<file path="src/rtl/bpwm_pkg.sv">
package bpwm_pkg;

    typedef enum logic {
        MODE_MASTER = 1'b0,
        MODE_SLAVE  = 1'b1
    } bpwm_mode_e;

    // Positive-half high time for a signed offset, clamped so both halves
    // keep at least min_pulse clocks.
    function automatic int bpwm_clamp_width(int cmd, int half, int min_pulse);
        int lim;
        int c;
        lim = half - min_pulse;
        c   = cmd;
        if (c > lim)
            c = lim;
        else if (c < -lim)
            c = -lim;
        return half + c;
    endfunction

endpackage

</file>
<file path="src/rtl/bpwm_sync_rx.sv">
module bpwm_sync_rx #(
    parameter int STAGES = 2
) (
    input  logic clk,
    input  logic rst_n,
    input  logic sync_in,
    output logic rise
);
    typedef struct packed {
        logic [STAGES-1:0] chain;
        logic              prev;
    } rx_st_t;

    rx_st_t st_d, st_q;

    always_comb begin
        st_d = st_q;
        st_d.chain[0] = sync_in;
        for (int i = 1; i < STAGES; i++) begin
            st_d.chain[i] = st_q.chain[i-1];
        end
        st_d.prev = st_q.chain[STAGES-1];
    end

    always_ff @(posedge clk or negedge rst_n) begin
        if (!rst_n) st_q <= '0;
        else        st_q <= st_d;
    end

    assign rise = st_q.chain[STAGES-1] & ~st_q.prev;


    single_rise_chk: assert property (@(posedge clk) disable iff (!rst_n)
        rise |=> !rise);

endmodule

</file>
<file path="src/rtl/bpwm_timebase.sv">
module bpwm_timebase
    import bpwm_pkg::*;
#(
    parameter int MASTER_PERIOD = 320,
    parameter int SYNC_TIMEOUT  = 1024,
    localparam int CW  = $clog2(MASTER_PERIOD + 1),
    localparam int WDW = $clog2(SYNC_TIMEOUT + 1)
) (
    input  logic          clk,
    input  logic          rst_n,
    input  bpwm_mode_e    mode,
    input  logic          sync_rise,
    output logic [CW-1:0] cnt,
    output logic          boundary,
    output logic          locked,
    output logic          lost,
    output logic          sync_drive
);
    localparam int HALF    = MASTER_PERIOD / 2;
    localparam int QUARTER = MASTER_PERIOD / 4;
    localparam logic [CW-1:0] LAST    = CW'(MASTER_PERIOD - 1);
    localparam logic [CW-1:0] CMAX    = '1;
    localparam logic [CW-1:0] HALF_C  = CW'(HALF);
    localparam logic [CW-1:0] QUART_C = CW'(QUARTER);
    localparam logic [WDW-1:0] WD_END = WDW'(SYNC_TIMEOUT - 1);

    typedef struct packed {
        logic [CW-1:0]  cnt;
        logic           phase;
        logic [WDW-1:0] wd;
        logic           locked;
        logic           lost;
    } tb_st_t;

    localparam tb_st_t TB_RESET = '{cnt: '0, phase: 1'b1, wd: '0, locked: 1'b0, lost: 1'b0};

    tb_st_t st_d, st_q;
    logic   is_master;
    logic   bnd;
    logic [CW-1:0] half_pos;

    assign is_master = (mode == MODE_MASTER);

    always_comb begin
        st_d = st_q;
        bnd  = 1'b0;
        if (is_master) begin
            bnd         = (st_q.cnt == LAST);
            st_d.cnt    = bnd ? '0 : st_q.cnt + 1'b1;
            st_d.phase  = 1'b1;
            st_d.wd     = '0;
            st_d.locked = 1'b0;
            st_d.lost   = 1'b0;
        end else begin
            bnd = sync_rise & st_q.phase;
            if (bnd)
                st_d.cnt = '0;
            else if (st_q.cnt != CMAX)
                st_d.cnt = st_q.cnt + 1'b1;
            if (sync_rise) begin
                st_d.phase = ~st_q.phase;
                st_d.wd    = '0;
                st_d.lost  = 1'b0;
                if (bnd) st_d.locked = 1'b1;
            end else if (st_q.wd == WD_END) begin
                st_d.lost   = 1'b1;
                st_d.locked = 1'b0;
                st_d.phase  = 1'b1;
            end else begin
                st_d.wd = st_q.wd + 1'b1;
            end
        end
    end

    always_ff @(posedge clk or negedge rst_n) begin
        if (!rst_n) st_q <= TB_RESET;
        else        st_q <= st_d;
    end

    assign half_pos   = (st_q.cnt >= HALF_C) ? st_q.cnt - HALF_C : st_q.cnt;
    assign sync_drive = is_master && (half_pos < QUART_C);
    assign cnt        = st_q.cnt;
    assign boundary   = bnd;
    assign locked     = st_q.locked;
    assign lost       = st_q.lost;


    sync_edge_align_chk: assert property (@(posedge clk) disable iff (!rst_n)
        (is_master && $rose(sync_drive)) |-> (st_q.cnt == '0 || st_q.cnt == HALF_C));


    lost_unlocked_chk: assert property (@(posedge clk) disable iff (!rst_n)
        st_q.lost |-> !st_q.locked);


    edge_clears_lost_chk: assert property (@(posedge clk) disable iff (!rst_n)
        (!is_master && sync_rise) |=> !st_q.lost);

endmodule

</file>
<file path="src/rtl/bpwm_shaper.sv">
module bpwm_shaper
    import bpwm_pkg::*;
#(
    parameter int MASTER_PERIOD = 320,
    parameter int DUTY_W        = 10,
    parameter int MIN_PULSE     = 8,
    localparam int CW = $clog2(MASTER_PERIOD + 1)
) (
    input  logic                     clk,
    input  logic                     rst_n,
    input  logic signed [DUTY_W-1:0] duty_cmd,
    input  logic                     boundary,
    input  logic [CW-1:0]            cnt,
    input  logic                     active,
    input  logic                     mute_req,
    input  logic                     hiz_req,
    output logic                     drv_p,
    output logic                     drv_n,
    output logic                     drv_oe
);
    localparam int HALF = MASTER_PERIOD / 2;
    localparam logic [CW-1:0] HALF_C = CW'(HALF);
    localparam logic [CW-1:0] MIN_C  = CW'(MIN_PULSE);
    localparam logic [CW-1:0] MAX_C  = CW'(MASTER_PERIOD - MIN_PULSE);

    typedef struct packed {
        logic [CW-1:0] width;
    } sh_st_t;

    sh_st_t st_d, st_q;
    logic [CW-1:0] eff_width;
    logic          raw_p;
    logic          en;

    always_comb begin
        st_d = st_q;
        if (boundary)
            st_d.width = CW'(bpwm_clamp_width(int'(duty_cmd), HALF, MIN_PULSE));
    end

    always_ff @(posedge clk or negedge rst_n) begin
        if (!rst_n) st_q.width <= HALF_C;
        else        st_q <= st_d;
    end

    assign eff_width = mute_req ? HALF_C : st_q.width;
    assign raw_p     = (cnt < eff_width);
    assign en        = active && !hiz_req;
    assign drv_p     = en & raw_p;
    assign drv_n     = en & ~raw_p;
    assign drv_oe    = en;


    width_hold_chk: assert property (@(posedge clk) disable iff (!rst_n)
        !boundary |=> $stable(st_q.width));


    width_bounds_chk: assert property (@(posedge clk) disable iff (!rst_n)
        (st_q.width >= MIN_C) && (st_q.width <= MAX_C));

endmodule

</file>
<file path="src/rtl/bridge_pwm_top.sv">
module bridge_pwm_top
    import bpwm_pkg::*;
#(
    parameter int MASTER_PERIOD = 320,
    parameter int DUTY_W        = 10,
    parameter int MIN_PULSE     = 8,
    parameter int SYNC_TIMEOUT  = 1024,
    parameter int SYNC_STAGES   = 2
) (
    input  logic                     clk,
    input  logic                     rst_n,
    input  logic                     slave_sel,
    input  logic signed [DUTY_W-1:0] duty_cmd,
    input  logic                     mute_req,
    input  logic                     hiz_req,
    input  logic                     sync_in,
    output logic                     sync_out,
    output logic                     sync_oe,
    output logic                     out_p,
    output logic                     out_n,
    output logic                     out_p_oe,
    output logic                     out_n_oe,
    output logic                     sync_lost
);
    localparam int CW = $clog2(MASTER_PERIOD + 1);

    bpwm_mode_e    mode;
    logic          rise;
    logic [CW-1:0] cnt;
    logic          boundary;
    logic          locked;
    logic          lost;
    logic          sync_drive;
    logic          active;
    logic          drv_oe;

    assign mode = slave_sel ? MODE_SLAVE : MODE_MASTER;

    bpwm_sync_rx #(.STAGES(SYNC_STAGES)) rx_i (
        .clk     (clk),
        .rst_n   (rst_n),
        .sync_in (sync_in),
        .rise    (rise)
    );

    bpwm_timebase #(
        .MASTER_PERIOD (MASTER_PERIOD),
        .SYNC_TIMEOUT  (SYNC_TIMEOUT)
    ) tb_i (
        .clk        (clk),
        .rst_n      (rst_n),
        .mode       (mode),
        .sync_rise  (rise),
        .cnt        (cnt),
        .boundary   (boundary),
        .locked     (locked),
        .lost       (lost),
        .sync_drive (sync_drive)
    );

    assign active = (mode == MODE_MASTER) || locked;

    bpwm_shaper #(
        .MASTER_PERIOD (MASTER_PERIOD),
        .DUTY_W        (DUTY_W),
        .MIN_PULSE     (MIN_PULSE)
    ) sh_i (
        .clk      (clk),
        .rst_n    (rst_n),
        .duty_cmd (duty_cmd),
        .boundary (boundary),
        .cnt      (cnt),
        .active   (active),
        .mute_req (mute_req),
        .hiz_req  (hiz_req),
        .drv_p    (out_p),
        .drv_n    (out_n),
        .drv_oe   (drv_oe)
    );

    assign out_p_oe  = drv_oe;
    assign out_n_oe  = drv_oe;
    assign sync_out  = sync_drive;
    assign sync_oe   = (mode == MODE_MASTER);
    assign sync_lost = lost;


    hiz_release_chk: assert property (@(posedge clk) disable iff (!rst_n)
        hiz_req |-> (!out_p_oe && !out_n_oe && !out_p && !out_n));


    slave_no_drive_chk: assert property (@(posedge clk) disable iff (!rst_n)
        slave_sel |-> (!sync_oe && !sync_out));


    complement_chk: assert property (@(posedge clk) disable iff (!rst_n)
        out_p_oe |-> (out_p != out_n));

endmodule

</file>
<file path="config.mk">
export PLATFORM = sky130hd
export DESIGN_NAME = bridge_pwm_top
export DESIGN_NICKNAME = d
export VERILOG_FILES = /design/src/rtl/bpwm_pkg.sv /design/src/rtl/bpwm_sync_rx.sv /design/src/rtl/bpwm_timebase.sv /design/src/rtl/bpwm_shaper.sv /design/src/rtl/bridge_pwm_top.sv
export SDC_FILE = /design/constraint.sdc
export NUM_CORES = 1
export LEC_CHECK = 0
export ABC_AREA = 0
export BUFFER_PORTS_ARGS = -buffer_cell sky130_fd_sc_hd__buf_2
export CAP_MARGIN = 20
export CORE_ASPECT_RATIO = 0.6
export CORE_MARGIN = 10
export CORE_UTILIZATION = 32
export CTS_CLUSTER_DIAMETER = 150
export DETAILED_ROUTE_END_ITERATION = 10
export PLACE_DENSITY = 0.57
export SYNTH_ARGS = -nofsm -noshare
export SYNTH_HDL_FRONTEND = slang
export SYNTH_HIERARCHICAL = 1
export SYNTH_SLANG_ARGS = --single-unit
</file>
<file path="constraint.sdc">
create_clock -name clk -period 3.3 [get_ports clk]
set_input_delay 0 -clock clk [delete_from_list [all_inputs] [get_ports clk]]
set_output_delay 0 -clock clk [all_outputs]
set_load 0.01 [all_outputs]
</file>
==> qor.yml <==
antenna_left: 0
holdBufCountCts: 6
status: "complete, no violations"
yosys_warnings: 6
synth_top_area_frac: 0.361
netlist_instances: 237
placed_area_mm2: 0.00232
grtUsageTotal: 0.0893
busiest_layer: "met1"
boundaryPins: 23
h-tree-depth: 2
p_per_area_mw_per_mm2: 517
initial_core_util: 0.331
synth_top_cell_by_area: "dfrtp_1"
clk-insertion-delay-late_ns: 0.28
drt-pass1-iter-count: 4
synthArstFlopShare: 1.00
synth_area_leaders: "dfrtp_1 (36%), ha_1 (8.5%), nor2_1 (3.9%)"
first_iter_violations: 85
hp-start: "slave_sel"
whs_endpoint: "tb_i/st_q[13]"
max_slew.worst_pin.slew_ns: 0.811
ir_worst_vdd_mv: 0.243
synthesis.nets: 268
cts.clk_slew.worst_paths_ns: 0.06
dieHeight_um: 84.5
setup_violations: 0
skew_ns: 0.00667
tritoncts: "done"
finalHoldViolCount: 0
wl_per_cell_um: 14.1
final_area_mm2: 0.00253
reg2reg_slack_ns: 1.07
rsz0062_at_grt: "no"
placementRows: 23
finalWeightedCongestion: 0.820
r2r_end: "tb_i/cnt[5]"
final_nets: 286
numPortBuffers: 22
first_global_vias: 1604
cts_root_buf: "clkbuf_16"
maxSlewHeadroom: 0.455
gr-total-overflow: 0
whs_path_depth: 2
period_share: 0.677
arrival_ns: 2.43
ys_seq_area_frac: 0.396
hold_class: "in2reg"
synth_seq_cells: 35
critPathKind: "reg2reg"
die_x_um: 128
slew_viol_final: 0
start_kind: "flop"
fin_tns_setup_ns: 0
drv_cap: 0
routed_wl_um: 4830
grt_pass1_wl_um: 8000
use_met3: 0.0195
core-area_mm2: 0.00671
viasPerCell: 5.03
cellLeakagePower_nw: 1.13
via_count: 1727
worstPathRequired_ns: 3.50
synth_edf_count: 0
syn_avg_cell_area_um2: 9.37
antenna_found_initial: 0
grt_util_met2: 0.109
drc: 0
reg2reg_from: "tb_i/cnt[0]"
synth_top_flop_cell: "dfrtp_1"
drive_above_1_share: 0.164
path_max_fanout: 6
cts_max_path_buffers: 2
synthToLayoutAreaGrowth_pct: 13.9
fp.dieArea_mm2: 0.0108
hpwlAfterDp_um: 3570
period_needed_ns: 2.23
post_cts_buffers: 0
end_kind: "flop"
grt_start_max_net_pins: 36
syn_area_mm2: 0.00222
cts_resized: 0
cts.sinks: 35
synth_cell_type_count: 55
reg2regPathDepth: 8
antennaDiodeCount: 0
fmax_mhz: 448
cts-buffers-inserted: 5
gr-usage-met1: 0.142
==> layer usage <==
| metal | wire (um) | vias up |
|---|---|---|
| li1 | - | 881 |
| met1 | 2770 | 805 |
| met2 | 1770 | 36 |
| met3 | 222 | 5 |
| met4 | 62 | 0 |
| met5 | 0 | - |
==> kinds of logic after synthesis <==
logic type | Yosys count | share of synthesized area
and+or+nand+nor | 86 | 0.213
AOI/OAI and AO/OA | 61 | 0.180
DFF | 35 | 0.396
buffers and inverters | 27 | 0.0710
adders and majority gates | 16 | 0.0891
xor gates and xnor gates | 8 | 0.0316
muxes | 4 | 0.0192
==> cell usage after synthesis (2+ instances only) <==
cell and instances:
dfrtp_1 32, nor2_1 23, ha_1 15, nand2_1 14
o21ai_0 14, a21oi_1 13, nand2b_1 12, buf_4 10
inv_1 10, nand3_1 8, o21ai_1 6, a22o_1 5
or3_1 5, xor2_1 5, and3_1 4, nor3_1 4
dfstp_2 3, o211ai_1 3, o21a_1 3, xnor2_1 3
and4_1 2, buf_2 2, buf_6 2, clkbuf_1 2
mux2_2 2, mux2i_1 2, nand4_1 2, nor2b_1 2
nor4b_1 2, o22ai_1 2
==> placed cells by master (no fill, tap or decap), types with 2 or more instances in the layout <==
cell type / instances
a21oi_1: 13
a22o_1: 5
and3_1: 4
and4_1: 2
buf_2: 22
clkbuf_16: 5
clkinvlp_4: 2
dfrtp_1: 32
dfstp_2: 3
dlygate4sd3_1: 6
ha_1: 15
inv_1: 10
mux2_2: 2
mux2i_1: 2
nand2_1: 14
nand2b_1: 12
nand3_1: 8
nand4_1: 2
nor2_1: 23
nor2b_1: 2
nor3_1: 4
nor4b_1: 2
o211ai_1: 3
o21a_1: 3
o21ai_0: 14
o21ai_1: 6
o22ai_1: 2
or3_1: 5
xnor2_1: 3
xor2_1: 5
==> worst max path at each step <==
stage	start	endpoint	slack, ns	cells past startpoint
2_1_floorplan	tb_i/cnt[0]	tb_i/cnt[5]	1.26	8
3_3_place_gp	tb_i/cnt[0]	tb_i/cnt[5]	1.15	8
3_5_place_dp	tb_i/cnt[0]	tb_i/cnt[5]	1.12	8
4_1_cts	tb_i/cnt[0]	tb_i/cnt[5]	1.09	8
5_1_grt	tb_i/cnt[0]	tb_i/cnt[5]	0.96	8
6_report	tb_i/cnt[0]	tb_i/cnt[5]	1.07	8
==> layout make-up <==
| cell class | count | area (um2) |
|---|---|---|
| Clock buffer | 5 | 125 |
| Clock inverter | 3 | 23.8 |
| Fill cell | 675 | 4180 |
| Inverter | 10 | 37.5 |
| Multi-Input combinational cell | 175 | 1180 |
| Sequential cell | 35 | 880 |
| Tap cell | 87 | 109 |
| Timing Repair Buffer | 28 | 170 |
==> critical path: stages, from the launching register on <==
cell     delay (ns)
dfrtp_1        0.43
ha_1           0.25
and3_1         0.18
and4_1         0.21
ha_1           0.20
nand2_1        0.12
nor2_1         0.09
or4_1          0.50
a21oi_1        0.17
==> through the flow <==
step / total power, W / hold slack, ns / util / instances / setup WS [ns]
floorplan: 0.000777 / -0.296 / - / 237 / 1.26
global placement: 0.000836 / 0.110 / 0.346 / 329 / 1.15
detailed placement: 0.000834 / 0.110 / 0.346 / 329 / 1.12
CTS: 0.00131 / 0.0280 / 0.377 / 343 / 1.09
global route: 0.00138 / 0.0592 / 0.377 / 343 / 0.959
finish: 0.00131 / 0.0272 / 0.377 / 343 / 1.07
==> power by group <==
part,switching (W),internal (W),total (W)
logic,0.000148,0.000128,0.000277
clock network,0.000185,0.000282,0.000467
registers,0.0000739,0.000489,0.000563
==> sequential cells by signal, summed over array words and instances (netlist names) <==
register / cells
tb_i/st_q: 12
sh_i/st_q: 9
tb_i/cnt: 9
rx_i/st_q: 1
rx_i/st_d: 2
tb_i/locked: 1
tb_i/lost: 1
Power figures use the tool's default switching activity.
